$ cat src/rtl/pte_ad_pkg.sv
package pte_ad_pkg;

    localparam int unsigned A_POS = 6;
    localparam int unsigned D_POS = 7;

    typedef enum logic [1:0] {
        ACC_LOAD  = 2'd0,
        ACC_STORE = 2'd1,
        ACC_FETCH = 2'd2
    } acc_e;

    typedef enum logic [1:0] {
        STG_SINGLE = 2'd0,
        STG_GUEST  = 2'd1,
        STG_VS     = 2'd2
    } stage_e;

    typedef enum logic [1:0] {
        ST_IDLE  = 2'd0,
        ST_READ  = 2'd1,
        ST_WRITE = 2'd2
    } state_e;

    typedef enum logic [2:0] {
        OC_NONE         = 3'd0,
        OC_PAGE_FAULT   = 3'd1,
        OC_ACCESS_FAULT = 3'd2,
        OC_RETRY        = 3'd3,
        OC_MEM          = 3'd4
    } outcome_e;

    function automatic logic [3:0] page_fault_code(input logic [1:0] acc);
        case (acc)
            ACC_STORE: page_fault_code = 4'd15;
            ACC_FETCH: page_fault_code = 4'd12;
            default:   page_fault_code = 4'd13;
        endcase
    endfunction

    function automatic logic [3:0] access_fault_code(input logic [1:0] acc);
        case (acc)
            ACC_STORE: access_fault_code = 4'd7;
            ACC_FETCH: access_fault_code = 4'd1;
            default:   access_fault_code = 4'd5;
        endcase
    endfunction

endpackage

$ cat src/rtl/pte_ad_check.sv
module pte_ad_check
    import pte_ad_pkg::*;
(
    input  logic       a_set,
    input  logic       d_set,
    input  logic [1:0] acc,
    input  logic [1:0] stage,
    input  logic       spec,
    input  logic       m_en,
    input  logic       h_en,
    input  logic       wr_ok,
    output outcome_e   outcome,
    output logic [3:0] fcode
);
    logic is_store;
    logic need_a;
    logic need_d;
    logic stage_en;

    assign is_store = (acc == ACC_STORE);
    assign need_a   = !a_set;
    assign need_d   = is_store && !d_set;
    // the hypervisor enable only counts while the machine enable is set
    assign stage_en = (stage == STG_VS) ? (m_en && h_en) : m_en;

    always_comb begin
        outcome = OC_NONE;
        fcode   = 4'd0;
        if (!(need_a || need_d)) begin
            outcome = OC_NONE;
        end else if (!stage_en) begin
            outcome = OC_PAGE_FAULT;
            fcode   = page_fault_code(acc);
        end else if (!wr_ok) begin
            outcome = OC_ACCESS_FAULT;
            fcode   = access_fault_code(acc);
        end else if (spec && need_d) begin
            // dirty marking must wait until the store is certain
            outcome = OC_RETRY;
        end else begin
            outcome = OC_MEM;
        end
    end
endmodule

$ cat src/rtl/pte_ad_merge.sv
module pte_ad_merge
    import pte_ad_pkg::*;
#(
    parameter int unsigned PTE_W = 64
) (
    input  logic [PTE_W-1:0] pte_in,
    input  logic             is_store,
    output logic [PTE_W-1:0] pte_new
);
    always_comb begin
        pte_new        = pte_in;
        pte_new[A_POS] = 1'b1;
        if (is_store) begin
            pte_new[D_POS] = 1'b1;
        end
    end
endmodule

$ cat src/rtl/pte_ad_updater.sv
module pte_ad_updater
    import pte_ad_pkg::*;
#(
    parameter int unsigned PTE_W = 64,
    parameter int unsigned PA_W  = 56
) (
    input  logic             clk,
    input  logic             rst_n,
    input  logic             req_valid,
    output logic             req_ready,
    input  logic [PTE_W-1:0] req_pte,
    input  logic [PA_W-1:0]  req_paddr,
    input  logic [1:0]       req_acc,
    input  logic [1:0]       req_stage,
    input  logic             req_spec,
    input  logic             m_upd_en,
    input  logic             h_upd_en,
    input  logic             pte_wr_ok,
    output logic             mem_req,
    output logic             mem_we,
    output logic             mem_lock,
    output logic [PA_W-1:0]  mem_addr,
    output logic [PTE_W-1:0] mem_wdata,
    input  logic             mem_ack,
    input  logic [PTE_W-1:0] mem_rdata,
    output logic             done,
    output logic             retry,
    output logic             fault_vld,
    output logic [3:0]       fault_code,
    output logic [PTE_W-1:0] pte_out
);
    typedef struct packed {
        state_e           st;
        logic [PTE_W-1:0] seen;
        logic [PTE_W-1:0] upd;
        logic [PA_W-1:0]  addr;
        logic             done;
        logic             retry;
        logic             fvld;
        logic [3:0]       fcode;
        logic [PTE_W-1:0] pout;
    } regs_t;

    regs_t    r_q;
    regs_t    r_d;
    outcome_e chk_outcome;
    logic [3:0] chk_fcode;
    logic [PTE_W-1:0] merged_pte;

    pte_ad_check u_check (
        .a_set   (req_pte[A_POS]),
        .d_set   (req_pte[D_POS]),
        .acc     (req_acc),
        .stage   (req_stage),
        .spec    (req_spec),
        .m_en    (m_upd_en),
        .h_en    (h_upd_en),
        .wr_ok   (pte_wr_ok),
        .outcome (chk_outcome),
        .fcode   (chk_fcode)
    );

    pte_ad_merge #(.PTE_W(PTE_W)) u_merge (
        .pte_in   (req_pte),
        .is_store (req_acc == ACC_STORE),
        .pte_new  (merged_pte)
    );

    always_comb begin
        r_d       = r_q;
        r_d.done  = 1'b0;
        r_d.retry = 1'b0;
        r_d.fvld  = 1'b0;
        r_d.fcode = 4'd0;
        case (r_q.st)
            ST_IDLE: begin
                if (req_valid) begin
                    r_d.seen = req_pte;
                    r_d.upd  = merged_pte;
                    r_d.addr = req_paddr;
                    case (chk_outcome)
                        OC_NONE: begin
                            r_d.done = 1'b1;
                            r_d.pout = req_pte;
                        end
                        OC_PAGE_FAULT, OC_ACCESS_FAULT: begin
                            r_d.done  = 1'b1;
                            r_d.fvld  = 1'b1;
                            r_d.fcode = chk_fcode;
                        end
                        OC_RETRY: begin
                            r_d.done  = 1'b1;
                            r_d.retry = 1'b1;
                        end
                        default: begin
                            r_d.st = ST_READ;
                        end
                    endcase
                end
            end
            ST_READ: begin
                if (mem_ack) begin
                    if (mem_rdata == r_q.seen) begin
                        r_d.st = ST_WRITE;
                    end else begin
                        r_d.st    = ST_IDLE;
                        r_d.done  = 1'b1;
                        r_d.retry = 1'b1;
                    end
                end
            end
            ST_WRITE: begin
                if (mem_ack) begin
                    r_d.st   = ST_IDLE;
                    r_d.done = 1'b1;
                    r_d.pout = r_q.upd;
                end
            end
            default: begin
                r_d.st = ST_IDLE;
            end
        endcase
    end

    always_ff @(posedge clk or negedge rst_n) begin
        if (!rst_n) begin
            r_q <= '{st: ST_IDLE, default: '0};
        end else begin
            r_q <= r_d;
        end
    end

    assign req_ready  = (r_q.st == ST_IDLE);
    assign mem_req    = (r_q.st != ST_IDLE);
    assign mem_we     = (r_q.st == ST_WRITE);
    assign mem_lock   = (r_q.st != ST_IDLE);
    assign mem_addr   = r_q.addr;
    assign mem_wdata  = r_q.upd;
    assign done       = r_q.done;
    assign retry      = r_q.retry;
    assign fault_vld  = r_q.fvld;
    assign fault_code = r_q.fcode;
    assign pte_out    = r_q.pout;
endmodule

$ cat config.mk
export PLATFORM = sky130hd
export DESIGN_NAME = pte_ad_updater
export DESIGN_NICKNAME = d
export VERILOG_FILES = /design/src/rtl/pte_ad_pkg.sv /design/src/rtl/pte_ad_check.sv /design/src/rtl/pte_ad_merge.sv /design/src/rtl/pte_ad_updater.sv
export SDC_FILE = /design/constraint.sdc
export NUM_CORES = 1
export LEC_CHECK = 0
export ABC_AREA = 1
export ABC_CLOCK_PERIOD_IN_PS = 2190
export CAP_MARGIN = 30
export CORE_AREA = 5 5 149 151
export CTS_BUF_LIST = sky130_fd_sc_hd__clkbuf_2 sky130_fd_sc_hd__clkbuf_4 sky130_fd_sc_hd__clkbuf_8
export DETAILED_ROUTE_END_ITERATION = 12
export DIE_AREA = 0 0 154 156
export DONT_BUFFER_PORTS = 1
export GPL_TIMING_DRIVEN = 0
export PLACE_DENSITY = 0.66
export SETUP_SLACK_MARGIN = 0.3
export SYNTH_ARGS = -nofsm -noshare
export SYNTH_HDL_FRONTEND = slang
export SYNTH_SLANG_ARGS = --single-unit
$ cat constraint.sdc
create_clock -name clk -period 2.19 [get_ports clk]
set_input_delay 0.1095 -clock clk [delete_from_list [all_inputs] [get_ports clk]]
set_output_delay 0.1095 -clock clk [all_outputs]
set_load 0.01 [all_outputs]
### Word level (Yosys, flattened, before mapping)

Cells that the tools add are included.

| cells by class | value |
|---|---|
| $mul | 0 |
| equal/unequal tests | 14 |
| muxes and demuxes | 29 |
| order comparisons | 0 |
| shifts and indexed selects | 0 |
| divide/modulo/power cells | 0 |
| reduce and logical (&&, ||, !) cells | 15 |
| $add $sub $neg | 0 |
| bitwise gates (word level) | 0 |

Operators by type and width:

| cell | number |
|---|---|
| 257-bit two-way mux | 1 |
| 64-bit two-way mux | 2 |
| 64-bit case mux with 2 select lines | 1 |
| 64-bit equality test | 1 |
| 2-bit two-way mux | 6 |
| 3-bit two-way mux | 4 |
| 4-bit two-way mux | 3 |
| 5-bit two-way mux | 2 |
| 4-bit AND reduction | 2 |
| 2-bit equality test, second input constant | 3 |
| 3-bit by 2-bit equality test with 1-bit output, second input constant | 2 |
| 2-bit != test, second input constant | 3 |
| 2-bit case mux with 3 select lines | 1 |
| 3-bit case mux with 2 select lines | 1 |
| 1-bit two-way mux | 5 |
| 2-bit by 1-bit equality test with 1-bit output, second input constant | 2 |
| 2-bit by 1-bit != test with 1-bit output, second input constant | 2 |
| 2-bit case mux with 2 select lines | 1 |
| 2-bit nonzero test | 2 |
| 4-bit OR reduction | 1 |
| 3-bit by 1-bit equality test with 1-bit output, second input constant | 1 |
| 1-bit logical AND | 3 |
| 3-bit logical NOT | 1 |
| 1-bit case mux with 3 select lines | 1 |
| 6 further kinds | 7 |

| word-level totals | value |
|---|---|
| logic and storage cells | 67 |
| ROM bits | 0 |
| output and inout port bits | 195 |
| memories kept | 0 |
| bits in latches | 0 |
| register bits | 257 |
| bits in writable memories | 0 |
| input bits | 196 |

### Logic depth before layout (Yosys ltp)

| depth | value |
|---|---|
| depth after elaboration | 12 |
| mapped depth | 11 |
| gate-level depth less buffers | 11 |

### Hierarchy

From an unflattened synthesis, not the netlist that was laid out.

| unflattened totals | value |
|---|---|
| cells, all modules | 1407 |
| area total of the unflattened synthesis | 13497.9 sq um |

Modules (own cells, without submodules):

| module | area each (sq um) | sequential area each (sq um) | cells an instance | times used |
|---|---|---|---|---|
| pte_ad_updater | 12837.3 | 6431.2 | 1303 | 1 |
| pte_ad_merge | 488.0 | 0.0 | 67 | 1 |
| pte_ad_check | 172.7 | 0.0 | 37 | 1 |

### Worst setup path before layout

Ideal clock, no wire load.

| timing | value |
|---|---|
| path kind | flip-flop to flip-flop |
| start point | register r_q[255] (netlist name) |
| end point | register r_q (netlist bit pte_out[43]) |
| library setup time | 0.130 ns |
| path slack | 0.715 ns |
| cell stages (with the launch flop) | 9 |
| period minus slack after synthesis | 1.475 ns |
| data arrival time | 1.345 ns |
| required time | 2.060 ns |
| path buffers | 2 |
| cell sequence | dfrtp_1 nor2_2 nand2_2 o21ai_1 o21ai_1 inv_2 buf_4 buf_2 a31oi_1 |

| on the way | value |
|---|---|
| word-level cells in the longest chain between the ends | 3 |
| elaborated cells between the ends (all ways) | 8 |
| classes of those cells | eq/ne (4); mux (1); reduce/logical (3) |

RTL lines:

| item | RTL line | text |
|---|---|---|
| start: declaration | pte_ad_updater.sv:44 | `regs_t r_q;` |
| start signal: assignment | pte_ad_updater.sv:129 | `r_q <= r_d;` |
| 2-bit logical NOT * | - |  |
| via req_ready | pte_ad_updater.sv:10 | `output logic req_ready,` |
| 2-bit by 1-bit != test with 1-bit output (no line) (tied with other cells) | - |  |
| 4-bit AND reduction (no line) | - |  |

Mark *: on every way through the listed nets, which the timed path passes. The rest lies on a longest branch.
A chain may end at the register's enable or synchronous reset.

### Worst setup path after layout

| timing | value |
|---|---|
| start point | register r_q[256] (netlist name) |
| end point | register r_q (netlist bit pte_out[40]) |

| on the way | value |
|---|---|
| word-level cells in the longest chain between the ends | 3 |
| elaborated cells between the ends (all ways) | 8 |
| classes of those cells | eq/ne (4); mux (1); reduce/logical (3) |

RTL lines:

| item | RTL line | text |
|---|---|---|
| 2-bit equality test / 2-bit logical NOT (equally long branches) | pte_ad_updater.sv:75 | `case (r_q.st)` |
| 2-bit by 1-bit != test with 1-bit output (no line) (tied with other cells) | - |  |
| 4-bit AND reduction (no line) | - |  |

Parallel ways exist; a longest one is shown, timed or not.

==> results.cfg <==
[critical_path]
cp_slowest_cell = dfrtp_1
start_kind = flip-flop
slowest_delay_ns = 0.44
worstPathCellList = inv_1, nor2_2, inv_2, buf_2, clkbuf_1, nand3_1, a31oi_1
worstPathMaxFanout = 10
cp_data_arrival_time_ns = 2.16
crit_type = reg -> reg
rrSetupSlack_ns = 0.42
critPathCaptureType = flip-flop
critPathRequiredTime_ns = 2.58

[global_routing]
grt_overflow_total = 0
grt_pass1_wl_mm = 49.8
busiest_layer = met2
grt_usage = 0.263
grt_start_max_net_pins = 196
grt_antenna_before_repair = 1
grt_use_met2 = 0.457
grt_pass1_vias = 9041
use_met3 = 0.0660
grtUsageMet1 = 0.322

[timing]
worst_slack_ns = 0.419
rsz0062_at_grt = false
finalSetupViolCount = 0
tightest_slew_ns = 0.676
fin_crit_ns = 1.77
max_slew_margin = 0.549
fmax_mhz = 565
worst_hold_slack_ns = -0.674
finalHoldViolCount = 195
fin_worst_skew_ns = 0.0203
fin_crit_sh = 0.809
slew_viol_final = 0

[finish]
layout_commonest_cell = nand2_1
diodes = 0
post-route-util = 0.611
fin_cells = 1833
final_cell_mix = nand2_1, buf_4, dfrtp_1, dlygate4sd3_1, inv_1
finalInstanceArea_mm2 = 0.0126
final_layout_size_suffix_gt1_frac = 0.172
finalNetCount = 1743
area_delta_synth_final_pct = 19.4

[cts]
ctsRootBufferMaster = clkbuf_8
hold_buffers = 128
insertion_delay_ns = 0.47
cts_tree = built
cts_sinks = 195
cts_inserted_buffers = 17
clk_pin_slew_ns = 0.11
post_cts_buffers = 0
htree_levels = 4
clk_path_buf_depth = 2

[floorplan]
die_w_um = 154
dieArea_mm2 = 0.0240
die_y_um = 156
start_util = 0.511
ios = 391
fp-row-count = 53
core_area_mm2 = 0.0207

[power_and_ir_drop]
p_int_mw = 6.15
pwr-share-comb = 0.268
pwr_density_cell_mw_per_mm2 = 727
p_clk_frac = 0.242
irDropWorstVdd_mv = 0.480
p_total_mw = 9.19
cellLeakagePower_nw = 6.57
switching_power_mw = 3.03
p_seq_frac = 0.490
netSwitchingFraction = 0.330

[placed_design]
dpl.hpwl_mm = 24.0
place_ws_ns = -0.197
io_buffers = 0
place_area_mm2 = 0.0109
globalplace.congestion = 0.884
dp.cells = 1675

[logic_synthesis]
syn_inst = 1400
yosysWarnings = 0
yosysSeqAreaShare = 0.461
yosys_register_bits = 195
synthesis.nets = 1596
yosys.area.top_type = dfrtp_1
ys_top_cells_by_area = dfrtp_1, nand2_1, buf_4
synth_area_per_cell_um2 = 7.56
synth_cell_types = 19
synth_top_area_share = 0.461
synth_area_mm2 = 0.0106

[flow_run]
maxCapViolCount = 0

[run_status]
run_status = finished, violations left
violations = hold timing

[route]
drtIter0Drc = 656
totalWireLength_mm = 32.4
vias = 9040
drc = 0
first_pass_iters = 5
wl_per_cell_um = 17.6
ant_nets = 0
avgViaCountPerCell = 4.93

[hold_path]
hold_class = in -> async
## worst max-delay path: cells and delay by family, from the launching register on
family          cells  cell delay [ns]
compound gates      1             0.19
buf+inv             4             0.85
flops               1             0.44
simple gates        2             0.22
## timing repair
action | CTS | global route
pin swaps | 0 | 1
resized for setup | 9 | 29
gates cloned | 0 | 0
endpoints found under the setup margin | 182 | 151
endpoints found under the hold margin | 389 | 195
## kinds of logic (layout without fill, tap and decap cells)
group | count (synthesis) | after routing | share of synthesized area
simple gates | 699 | 699 | 0.257
buf+inv | 370 | 528 | 0.206
xor+xnor | 10 | 10 | 0.00828
compound gates | 126 | 126 | 0.0674
flops | 195 | 195 | 0.461
## per-layer routing
| metal | share of wire | wire [um] |
|---|---|---|
| met1 | 0.40 | 12800 |
| met2 | 0.49 | 16000 |
| met3 | 0.078 | 2530 |
| met4 | 0.030 | 972 |
| met5 | 0.00040 | 13 |
## flip-flops by register name, indices dropped and copies added, names as in the netlist
| register | count |
|---|---|
| pte_out | 64 |
| retry | 1 |
| fault_code | 4 |
| mem_wdata | 2 |
| mem_addr | 56 |
| r_q | 66 |
| fault_vld | 1 |
| done | 1 |
## synthesized netlist by cell type
library cell    n
a21oi_1         4
a31oi_1        66
buf_2          21
buf_4         191
buf_6           7
clkbuf_1       31
dfrtp_1       195
inv_1         118
inv_2           2
nand2_1       513
nand2_2         1
nand3_1        66
nor2_1        115
nor2_2          2
nor3_1          1
o21ai_0        54
o21ai_1         2
or2_2           1
xor2_1         10
## worst paths after layout
check | startpoint | to | depth (start not counted)
min in group clk | req_valid | fault_code[1]$_DFF_PN0_ | 4
worst min register to register | mem_addr[25]$_DFFE_PN0P_ | mem_addr[25]$_DFFE_PN0P_ | 2
worst max register to register | r_q[256]$_DFFE_PN0P_ | pte_out[40]$_DFFE_PN0P_ | 7
max in group asynchronous | rst_n | r_q[211]$_DFFE_PN0P_ | 0
worst min-delay path | rst_n | mem_addr[2]$_DFFE_PN0P_ | 0
worst max-delay path | r_q[256]$_DFFE_PN0P_ | pte_out[40]$_DFFE_PN0P_ | 7
## layout make-up
class | count | area, um^2
plain buffers | 250 | 1780
clock buffers | 18 | 248
repair buffers | 128 | 1280
well taps | 275 | 344
clock inverters | 12 | 119
multi-input cells | 835 | 3540
flip-flops and latches | 195 | 4880
inverters | 120 | 450
fillers | 1856 | 8050
## power by group through the flow
stage	sequential (mW)	combinational [mW]	clock, mW
finish	4.50	2.46	2.23
global route	4.57	2.70	2.43
CTS	4.49	2.47	2.28
detailed placement	4.56	2.25	0
global placement	4.54	2.22	0
floorplan	4.44	1.86	0
## metrics by stage
stage,hold slack (ns),setup TNS [ns]
detailed placement,-0.183,-1.58
finish,-0.674,0
global route,-0.725,0
CTS,-0.713,0
floorplan,-0.186,0
global placement,-0.182,-1.63
Note: power is estimated with default switching activity, not from simulation.
